### src/rtl/aud_tx_pkg.sv
package aud_tx_pkg;

   typedef enum logic {
      FMT_RJ  = 1'b0,
      FMT_I2S = 1'b1
   } aud_fmt_e;

   // Word length in bits for a select code, given the input sample width.
   function automatic int word_bits(input logic [1:0] sel, input int sw);
      case (sel)
         2'd0:    return sw - 8;
         2'd1:    return sw - 4;
         default: return sw;
      endcase
   endfunction

endpackage

### src/rtl/aud_tx_sync.sv
module aud_tx_sync #(
   parameter int STAGES = 2
) (
   input  logic clk,
   input  logic rst_n,
   input  logic bclk_in,
   input  logic lrck_in,
   output logic bclk_fall,
   output logic lrck_lvl
);
   generate
      if (STAGES < 2) begin : g_bad_stages
         $error("aud_tx_sync: STAGES must be at least 2");
      end
   endgenerate

   logic [STAGES-1:0] b_sr;
   logic [STAGES-1:0] l_sr;
   logic              b_last;

   always_ff @(posedge clk or negedge rst_n) begin
      if (!rst_n) begin
         b_sr   <= '0;
         l_sr   <= '0;
         b_last <= 1'b0;
      end else begin
         b_sr   <= {b_sr[STAGES-2:0], bclk_in};
         l_sr   <= {l_sr[STAGES-2:0], lrck_in};
         b_last <= b_sr[STAGES-1];
      end
   end

   assign bclk_fall = b_last & ~b_sr[STAGES-1];
   assign lrck_lvl  = l_sr[STAGES-1];

endmodule

### src/rtl/aud_tx_hold.sv
module aud_tx_hold #(
   parameter int SW = 24
) (
   input  logic          clk,
   input  logic          rst_n,
   input  logic          load_valid,
   input  logic [SW-1:0] left_in,
   input  logic [SW-1:0] right_in,
   input  logic          take,
   output logic          ready,
   output logic [SW-1:0] cur_l,
   output logic [SW-1:0] cur_r
);
   logic          full_q;
   logic [SW-1:0] hold_l, hold_r, act_l, act_r;

   always_ff @(posedge clk or negedge rst_n) begin
      if (!rst_n) begin
         full_q <= 1'b0;
         hold_l <= '0;
         hold_r <= '0;
         act_l  <= '0;
         act_r  <= '0;
      end else begin
         if (take && full_q) begin
            act_l <= hold_l;
            act_r <= hold_r;
         end
         if (load_valid && !full_q) begin
            hold_l <= left_in;
            hold_r <= right_in;
         end
         full_q <= (full_q & ~take) | (load_valid & ~full_q);
      end
   end

   assign ready = ~full_q;
   // Bypass so the first bit of a fresh left period already uses the new pair.
   assign cur_l = (take && full_q) ? hold_l : act_l;
   assign cur_r = (take && full_q) ? hold_r : act_r;

endmodule

### src/rtl/aud_tx_serial.sv
module aud_tx_serial
   import aud_tx_pkg::*;
#(
   parameter int SW    = 24,
   parameter int CNT_W = 8
) (
   input  logic          clk,
   input  logic          rst_n,
   input  logic          bclk_fall,
   input  logic          lrck_lvl,
   input  aud_fmt_e      fmt,
   input  logic [1:0]    wlen_sel,
   input  logic [SW-1:0] cur_l,
   input  logic [SW-1:0] cur_r,
   output logic          boundary,
   output logic          take,
   output logic          sdata
);
   localparam int IDX_W = $clog2(SW);

   generate
      if ((1 << CNT_W) <= SW + 1) begin : g_bad_cnt
         $error("aud_tx_serial: CNT_W too small for the word length");
      end
   endgenerate

   logic [CNT_W-1:0] pos_q, len_q, pos_now, len_now, pos_inc, wl;
   logic             lrck_ref, is_left, bit_now;
   logic [SW-1:0]    sample;

   assign boundary = bclk_fall && (lrck_lvl != lrck_ref);
   assign is_left  = lrck_lvl ^ fmt;
   assign take     = boundary && is_left;

   assign pos_inc = (pos_q == '1) ? pos_q : pos_q + 1'b1;
   assign pos_now = boundary ? '0 : pos_inc;
   assign len_now = boundary ? pos_inc : len_q;
   assign wl      = CNT_W'(word_bits(wlen_sel, SW));
   assign sample  = is_left ? cur_l : cur_r;

   always_comb begin
      int idx;
      bit_now = 1'b0;
      idx     = 0;
      if (fmt == FMT_I2S) begin
         if (pos_now != '0 && pos_now <= wl) begin
            idx     = SW - int'(pos_now);
            bit_now = sample[idx[IDX_W-1:0]];
         end
      end else begin
         if (len_now >= wl && pos_now >= len_now - wl && pos_now < len_now) begin
            idx     = SW - int'(wl) + int'(len_now) - 1 - int'(pos_now);
            bit_now = sample[idx[IDX_W-1:0]];
         end
      end
   end

   always_ff @(posedge clk or negedge rst_n) begin
      if (!rst_n) begin
         pos_q    <= '0;
         len_q    <= '0;
         lrck_ref <= 1'b0;
         sdata    <= 1'b0;
      end else if (bclk_fall) begin
         pos_q    <= pos_now;
         len_q    <= len_now;
         lrck_ref <= lrck_lvl;
         sdata    <= bit_now;
      end
   end

endmodule

### src/rtl/aud_tx.sv
module aud_tx
   import aud_tx_pkg::*;
#(
   parameter int SW          = 24,
   parameter int CNT_W       = 8,
   parameter int SYNC_STAGES = 2
) (
   input  logic          clk,
   input  logic          rst_n,
   input  logic          bclk_in,
   input  logic          lrck_in,
   input  logic          fmt_i2s,
   input  logic [1:0]    wlen_sel,
   input  logic          load_valid,
   output logic          load_ready,
   input  logic [SW-1:0] left_in,
   input  logic [SW-1:0] right_in,
   output logic          sdata_out
);
   generate
      if (SW < 9) begin : g_bad_sw
         $error("aud_tx: SW must exceed 8 bits");
      end
   endgenerate

   logic          bclk_fall, lrck_lvl, take, boundary;
   logic [SW-1:0] cur_l, cur_r;
   aud_fmt_e      fmt;

   assign fmt = aud_fmt_e'(fmt_i2s);

   aud_tx_sync #(.STAGES(SYNC_STAGES)) u_sync (
      .clk       (clk),
      .rst_n     (rst_n),
      .bclk_in   (bclk_in),
      .lrck_in   (lrck_in),
      .bclk_fall (bclk_fall),
      .lrck_lvl  (lrck_lvl)
   );

   aud_tx_hold #(.SW(SW)) u_hold (
      .clk        (clk),
      .rst_n      (rst_n),
      .load_valid (load_valid),
      .left_in    (left_in),
      .right_in   (right_in),
      .take       (take),
      .ready      (load_ready),
      .cur_l      (cur_l),
      .cur_r      (cur_r)
   );

   aud_tx_serial #(.SW(SW), .CNT_W(CNT_W)) u_ser (
      .clk       (clk),
      .rst_n     (rst_n),
      .bclk_fall (bclk_fall),
      .lrck_lvl  (lrck_lvl),
      .fmt       (fmt),
      .wlen_sel  (wlen_sel),
      .cur_l     (cur_l),
      .cur_r     (cur_r),
      .boundary  (boundary),
      .take      (take),
      .sdata     (sdata_out)
   );

endmodule

### config.mk
export PLATFORM = sky130hd
export DESIGN_NAME = aud_tx
export DESIGN_NICKNAME = d
export VERILOG_FILES = /design/src/rtl/aud_tx_pkg.sv /design/src/rtl/aud_tx_sync.sv /design/src/rtl/aud_tx_hold.sv /design/src/rtl/aud_tx_serial.sv /design/src/rtl/aud_tx.sv
export SDC_FILE = /design/constraint.sdc
export NUM_CORES = 1
export LEC_CHECK = 0
export BUFFER_PORTS_ARGS = -buffer_cell sky130_fd_sc_hd__buf_2
export CORE_UTILIZATION = 40
export DETAILED_ROUTE_END_ITERATION = 12
export PLACE_DENSITY = 0.59
export SLEW_MARGIN = 20
export SYNTH_ARGS = -nofsm -noshare
export SYNTH_HDL_FRONTEND = slang
export SYNTH_HIERARCHICAL = 1
export SYNTH_SLANG_ARGS = --single-unit
### constraint.sdc
create_clock -name clk -period 6.1 [get_ports clk]
set_clock_uncertainty 0.2 [all_clocks]
set_input_delay 1.525 -clock clk [delete_from_list [all_inputs] [get_ports clk]]
set_output_delay 1.525 -clock clk [all_outputs]
set_load 0.01 [all_outputs]
==> results.toml, run 1 <==
[yosys]
synth_area_leaders = "dfrtp_1 46%, mux2_2 14%, mux2_1 5.0%"
yosysTopAreaCellShare_pct = 46.2
synthCells = 543
synthFlopType = "dfrtp_1"
yosysTopAreaCell = "dfrtp_1"
synthArstFlopShare_pct = 100
ys_types = 68
synth_edf_count = 0
avgSynthCellArea_um2 = 12.0
yosysWarnings = 6
synth_nets = 626
synthesis.area_um2 = 6500
yosysSeqAreaShare_pct = 46.2
synth_seq_cells = 120

[routing]
routedWlPerCell_um = 17.1
routed_wl_um = 14100
post-route-drc-count = 0
vias_per_cell = 5.31
first_pass_iters = 6
vias = 4383
drt-initial-drc-count = 267
ant_nets = 0

[worst_setup_path]
ff2ff_setup_slack_ps = 1000
cp_common_cell = "fa_1"
worstSetupEndpointType = "register"
crit_required_ps = 6250
crit-reg2reg-launch = "u_sync/l_sr[1]"
reg2reg_to = "u_ser/sdata"
cp_slowest_stage_delay_ps = 740
crit_type = "reg2reg"
crit_path_max_fanout = 20
crit_arrival_ps = 5240
cp_slowest_cell = "fa_1"
start_kind = "register"
startpoint = "u_sync/l_sr[1]"
rr_worst_depth = 16
crit_chain = "xor2_2, nand2_1, buf_4, clkinv_1, nor2_1, fa_1, inv_1, ha_1, fa_1, nand2b_1, o22ai_1, or4_1, a21oi_1, nor3_1, nand4b_1, o221ai_2"

[clock_network]
cts_tree = "yes"
cts_num_sinks = 120
clock-root-buffer = "clkbuf_16"
clockBufferDepth = 2
insertion_delay_ps = 420
cts_resized = 0
path_clk_slew_ps = 60
htreeDepth = 4
cts-hold-fix-buffers = 0
post-cts-setup-buffer-count = 0
numCtsBuffers = 17

[power_and_ir_drop]
vdd_drop_max_mv = 0.262
combPwrFrac_pct = 49.6
power_switching_share_pct = 38.0
internal_power_w = 0.00298
leakage_nw = 3.45
p_clk_share_pct = 23.3
power.switching_w = 0.00183
p_seq_share_pct = 27.1
powerDensity_nw_per_um2 = 631

[sta]
rsz0062_at_grt = "false"
setup_ws_ps = 1000
layout_min_cycle_time_ps = 5100
layout_worst_path_cycle_share_pct = 83.6
tns_ps = 0
worst_slew_pin_slew_ps = 968
setup_viol = 0
maxSlewHeadroom_pct = 35.5
whs_ps = 145
finalMaxSlewViolations = 0
max_freq_mhz = 196
hold_violations = 0

[global_route]
grt.total_usage_pct = 18.2
first_global_vias = 4468
grt_first_pass_wirelength_um = 23100
antenna_found_initial = 0
overflow = 0
grt_max_degree = 75

[layout]
post-route-util_pct = 48.0
multi_input_area_um2 = 3260
n_fill_cell = 1460
mostFrequentLayoutCells = "120 x dfrtp_1, 82 x mux2_2, 56 x buf_2, 30 x mux2i_1, 30 x a21oi_1"
diodes = 0
drive_above_1_share_pct = 31.5
fin_cells = 826
final_nets = 680
regArea_um2 = 3000
final_common_cell = "dfrtp_1"
area_delta_synth_final_pct = 17.4

[floorplan]
fp.dieW_um = 130
die_h_um = 130
die-area_um2 = 16800
start_util_pct = 40.9
coreArea_um2 = 15900
num_rows = 46
io_pins = 58

[place]
place_ws_ps = 990
gp_congestion = 0.972
hpwl_um = 10200
io_buffers = 57
dp.cells = 794

[hold_path]
hold_path.class = "reg2reg"
hold_depth = 0
hold_path_end = "u_sync/b_sr[1]"
min-delay-start = "u_sync/b_sr[0]"

[job]
drv_cap = 0

[status]
outcome = "complete, no violations"
==> flip-flops by register name (all words and copies together) (netlist names), 2 cells and up <==
name,flops
u_hold/act_l,24
u_hold/act_r,24
u_hold/hold_l,24
u_hold/hold_r,24
u_ser/len_q,8
u_ser/pos_q,8
u_sync/b_sr,2
u_sync/l_sr,2
==> how the worst max path moves through the flow <==
stage / endpoint / slack, ps / cells after the start
6_report: u_ser/sdata / 1000 / 16
5_1_grt: u_ser/sdata / 730 / 16
4_1_cts: u_ser/sdata / 1010 / 16
3_5_place_dp: u_ser/sdata / 990 / 13
3_3_place_gp: u_ser/sdata / 1050 / 16
2_1_floorplan: u_ser/sdata / 1350 / 13
==> layer usage <==
metal / global-route usage (%) / wire, µm
met3: 4.62 / 555
met1: 23.1 / 6510
met5: 0 / 0
met4: 7.73 / 293
met2: 29.5 / 6760
==> synthesized netlist by cell type (all sizes together) (2+ instances only) <==
cell / number
dfrtp: 120
mux2: 112
a21oi: 30
mux2i: 30
ha: 24
inv: 22
nand2: 19
buf: 18
nor2: 16
o21ai: 16
clkbuf: 11
xnor2: 11
nand3: 9
nor3: 8
nor2b: 7
a211oi: 6
a31oi: 5
nand2b: 5
nand4: 5
a21o: 4
and2: 4
xor2: 4
a31o: 3
and3: 3
fa: 3
o2111ai: 3
o21a: 3
o22ai: 3
or2: 3
or3: 3
mux4: 2
nor3b: 2
o211a: 2
o211ai: 2
o221ai: 2
o2bb2ai: 2
o31ai: 2
or4: 2
==> power by group through the flow <==
stage	registers, W	clock network, W	logic (W)
floorplan	0.00124	0	0.00185
global placement	0.00131	0	0.00231
detailed placement	0.00132	0	0.00237
CTS	0.00131	0.00115	0.00238
global route	0.00135	0.00118	0.00263
finish	0.00131	0.00112	0.00239
==> worst max-delay path, delay by kind of cell, from the launching register on <==
kind	cells	cell delay, ps
simple gates	6	1590
fa+ha+maj	3	1520
buf+inv	3	610
flops	1	460
compound gates	3	400
xor+xnor	1	240
==> logic make-up after synthesis <==
family / synth area share, %
buffers and inverters: 3.79
flip-flops: 46.2
AO/OA/AOI/OAI: 9.45
XOR/XNOR: 2.62
multiplexers: 24.8
adder cells (fa/ha/maj): 5.54
AND/OR/NAND/NOR: 7.66
==> through the flow <==
stage	power (W)	instance area [µm²]
4_1_cts	0.00484	7630
5_1_grt	0.00517	7630
3_3_place_gp	0.00362	6960
6_report	0.00481	7630
3_5_place_dp	0.00369	6960
2_1_floorplan	0.00309	6500
==> layout make-up <==
type                            instances  share of cell area [%]
Inverter                               23                    1.13
Multi-Input combinational cell        371                    42.8
Sequential cell                       120                    39.4
Timing Repair Buffer                   64                    4.46
Clock buffer                           19                    5.94
Tap cell                              216                    3.54
Clock inverter                         13                    2.82
Power figures use the tool's default switching activity.
==> inputs of run 2 (changes only) <==
clock period = 5 ns   (was 6.1 ns; I/O delays follow)
==> run 2 against run 1 <==
Compared with the run above:
- register-to-register slack got worse by 700 ps
- highest routed layer unchanged
- via count grew 0.71%
- total power is 21% higher
- critical path depth did not move
- final cell count rose by 1.5%
- hold slack better by 2.2 ps
==> results.toml, run 2 (synthesis gave the netlist of run 1 again) <==
[clock_network]
path_clk_slew_ps = 60
htreeDepth = 4
cts-hold-fix-buffers = 0
insertion_delay_ps = 420
clockBufferDepth = 2
numCtsBuffers = 17
cts_tree = "yes"
cts_num_sinks = 120
clock-root-buffer = "clkbuf_16"

[routing]
first_pass_iters = 5
vias = 4414
post-route-drc-count = 0
routedWlPerCell_um = 17.1
ant_nets = 0
vias_per_cell = 5.27
routed_wl_um = 14300
drt-initial-drc-count = 290

[global_route]
antenna_found_initial = 0
grt_max_degree = 69
grt_first_pass_wirelength_um = 23500
first_global_vias = 4586
overflow = 0
grt.total_usage_pct = 18.6

[sta]
tns_ps = 0
max_freq_mhz = 213
maxSlewHeadroom_pct = 51.6
setup_viol = 0
hold_violations = 0
finalMaxSlewViolations = 0
layout_min_cycle_time_ps = 4700
worst_slew_pin_slew_ps = 727
layout_worst_path_cycle_share_pct = 94.0
rsz0062_at_grt = "false"

[layout]
area_delta_synth_final_pct = 17.8
post-route-util_pct = 48.2
diodes = 0
final_common_cell = "dfrtp_1"
mostFrequentLayoutCells = "120 x dfrtp_1, 82 x mux2_2, 56 x buf_2, 30 x mux2i_1, 30 x a21oi_1"
final_nets = 692
drive_above_1_share_pct = 33.1

[power_and_ir_drop]
combPwrFrac_pct = 53.0
leakage_nw = 3.45
p_clk_share_pct = 19.9
internal_power_w = 0.00355
power.total_w = 0.00583
vdd_drop_max_mv = 0.334
power_switching_share_pct = 39.1
p_seq_share_pct = 27.0
power.switching_w = 0.00228
powerDensity_nw_per_um2 = 761

[floorplan]
die-area_um2 = 16800
coreArea_um2 = 15900
num_rows = 46
fp.dieW_um = 130
start_util_pct = 40.9
die_h_um = 130
io_pins = 58

[hold_path]
hold_path.class = "reg2reg"

[worst_setup_path]
crit_path_max_fanout = 8
crit_arrival_ps = 4830
worstSetupEndpointType = "register"
crit_required_ps = 5130
crit_type = "reg2reg"
start_kind = "register"

[place]
io_buffers = 57
gp_congestion = 0.860
hpwl_um = 10500

[status]
outcome = "complete, no violations"

[job]
drv_cap = 0
-- run 2: layout make-up --
type	count	area [µm²]
Fill cell	1449	8220
Multi-Input combinational cell	371	3290
Sequential cell	120	3000
Timing Repair Buffer	76	443
Clock buffer	17	425
Tap cell	216	270
Clock inverter	15	144
Inverter	23	86.3
-- run 2: critical path, cell delays in order, from the launching register on --
cell      delay [ps]
dfrtp_1          460
nand3_1          180
o211a_1          250
or2_1            280
o21ai_0          230
inv_1            130
fa_1             540
inv_1             50
ha_1             320
fa_2             620
nand2b_1         200
o22ai_1          100
or4_1            480
a21oi_1          150
nor3_1            70
nand4b_1         190
o221ai_2         170
-- run 2: path summary, 6_finish.rpt --
path / from / end / slack (ps) / depth (start not counted)
min in group asynchronous: rst_n / u_hold/hold_r[19] / 680 / 1
max reg2reg: u_ser/pos_q[7] / u_ser/sdata / 300 / 16
max in group asynchronous: rst_n / u_hold/act_l[8] / 3140 / 2
min reg2reg: u_sync/b_sr[0] / u_sync/b_sr[1] / 150 / 0
min: u_sync/b_sr[0] / u_sync/b_sr[1] / 150 / 0
max: u_ser/pos_q[7] / u_ser/sdata / 300 / 16
-- run 2: what timing repair did --
item | in CTS | in global routing
endpoints found under the setup margin | 0 | 1
buffers inserted | 0 | 0
gates resized for setup | 0 | 4
-- run 2: metrics by stage --
stage | hold WS, ps | area, µm² | worst slack, ps | instances
global route | 150 | 7660 | 9.49 | 838
detailed placement | 136 | 7070 | 145 | 806
floorplan | 131 | 6500 | 336 | 543
CTS | 149 | 7630 | 95.7 | 838
global placement | 137 | 7070 | 272 | 806
finish | 148 | 7660 | 298 | 838
-- run 2: metal layers --
| metal | part of all wire [%] | vias to the layer above | GRT usage [%] |
|---|---|---|---|
| li1 | - | 2099 | - |
| met1 | 47 | 2203 | 23.5 |
| met2 | 48 | 91 | 30.3 |
| met3 | 2.9 | 21 | 4.50 |
| met4 | 1.6 | 0 | 8.41 |
| met5 | 0 | - | 0 |
-- run 2: power by group through the flow --
| stage | Clock [W] | Sequential [W] | Combinational [W] |
|---|---|---|---|
| floorplan | 0 | 0.00152 | 0.00225 |
| global placement | 0 | 0.00157 | 0.00300 |
| detailed placement | 0 | 0.00159 | 0.00303 |
| CTS | 0.00119 | 0.00158 | 0.00307 |
| global route | 0.00124 | 0.00163 | 0.00343 |
| finish | 0.00116 | 0.00158 | 0.00309 |
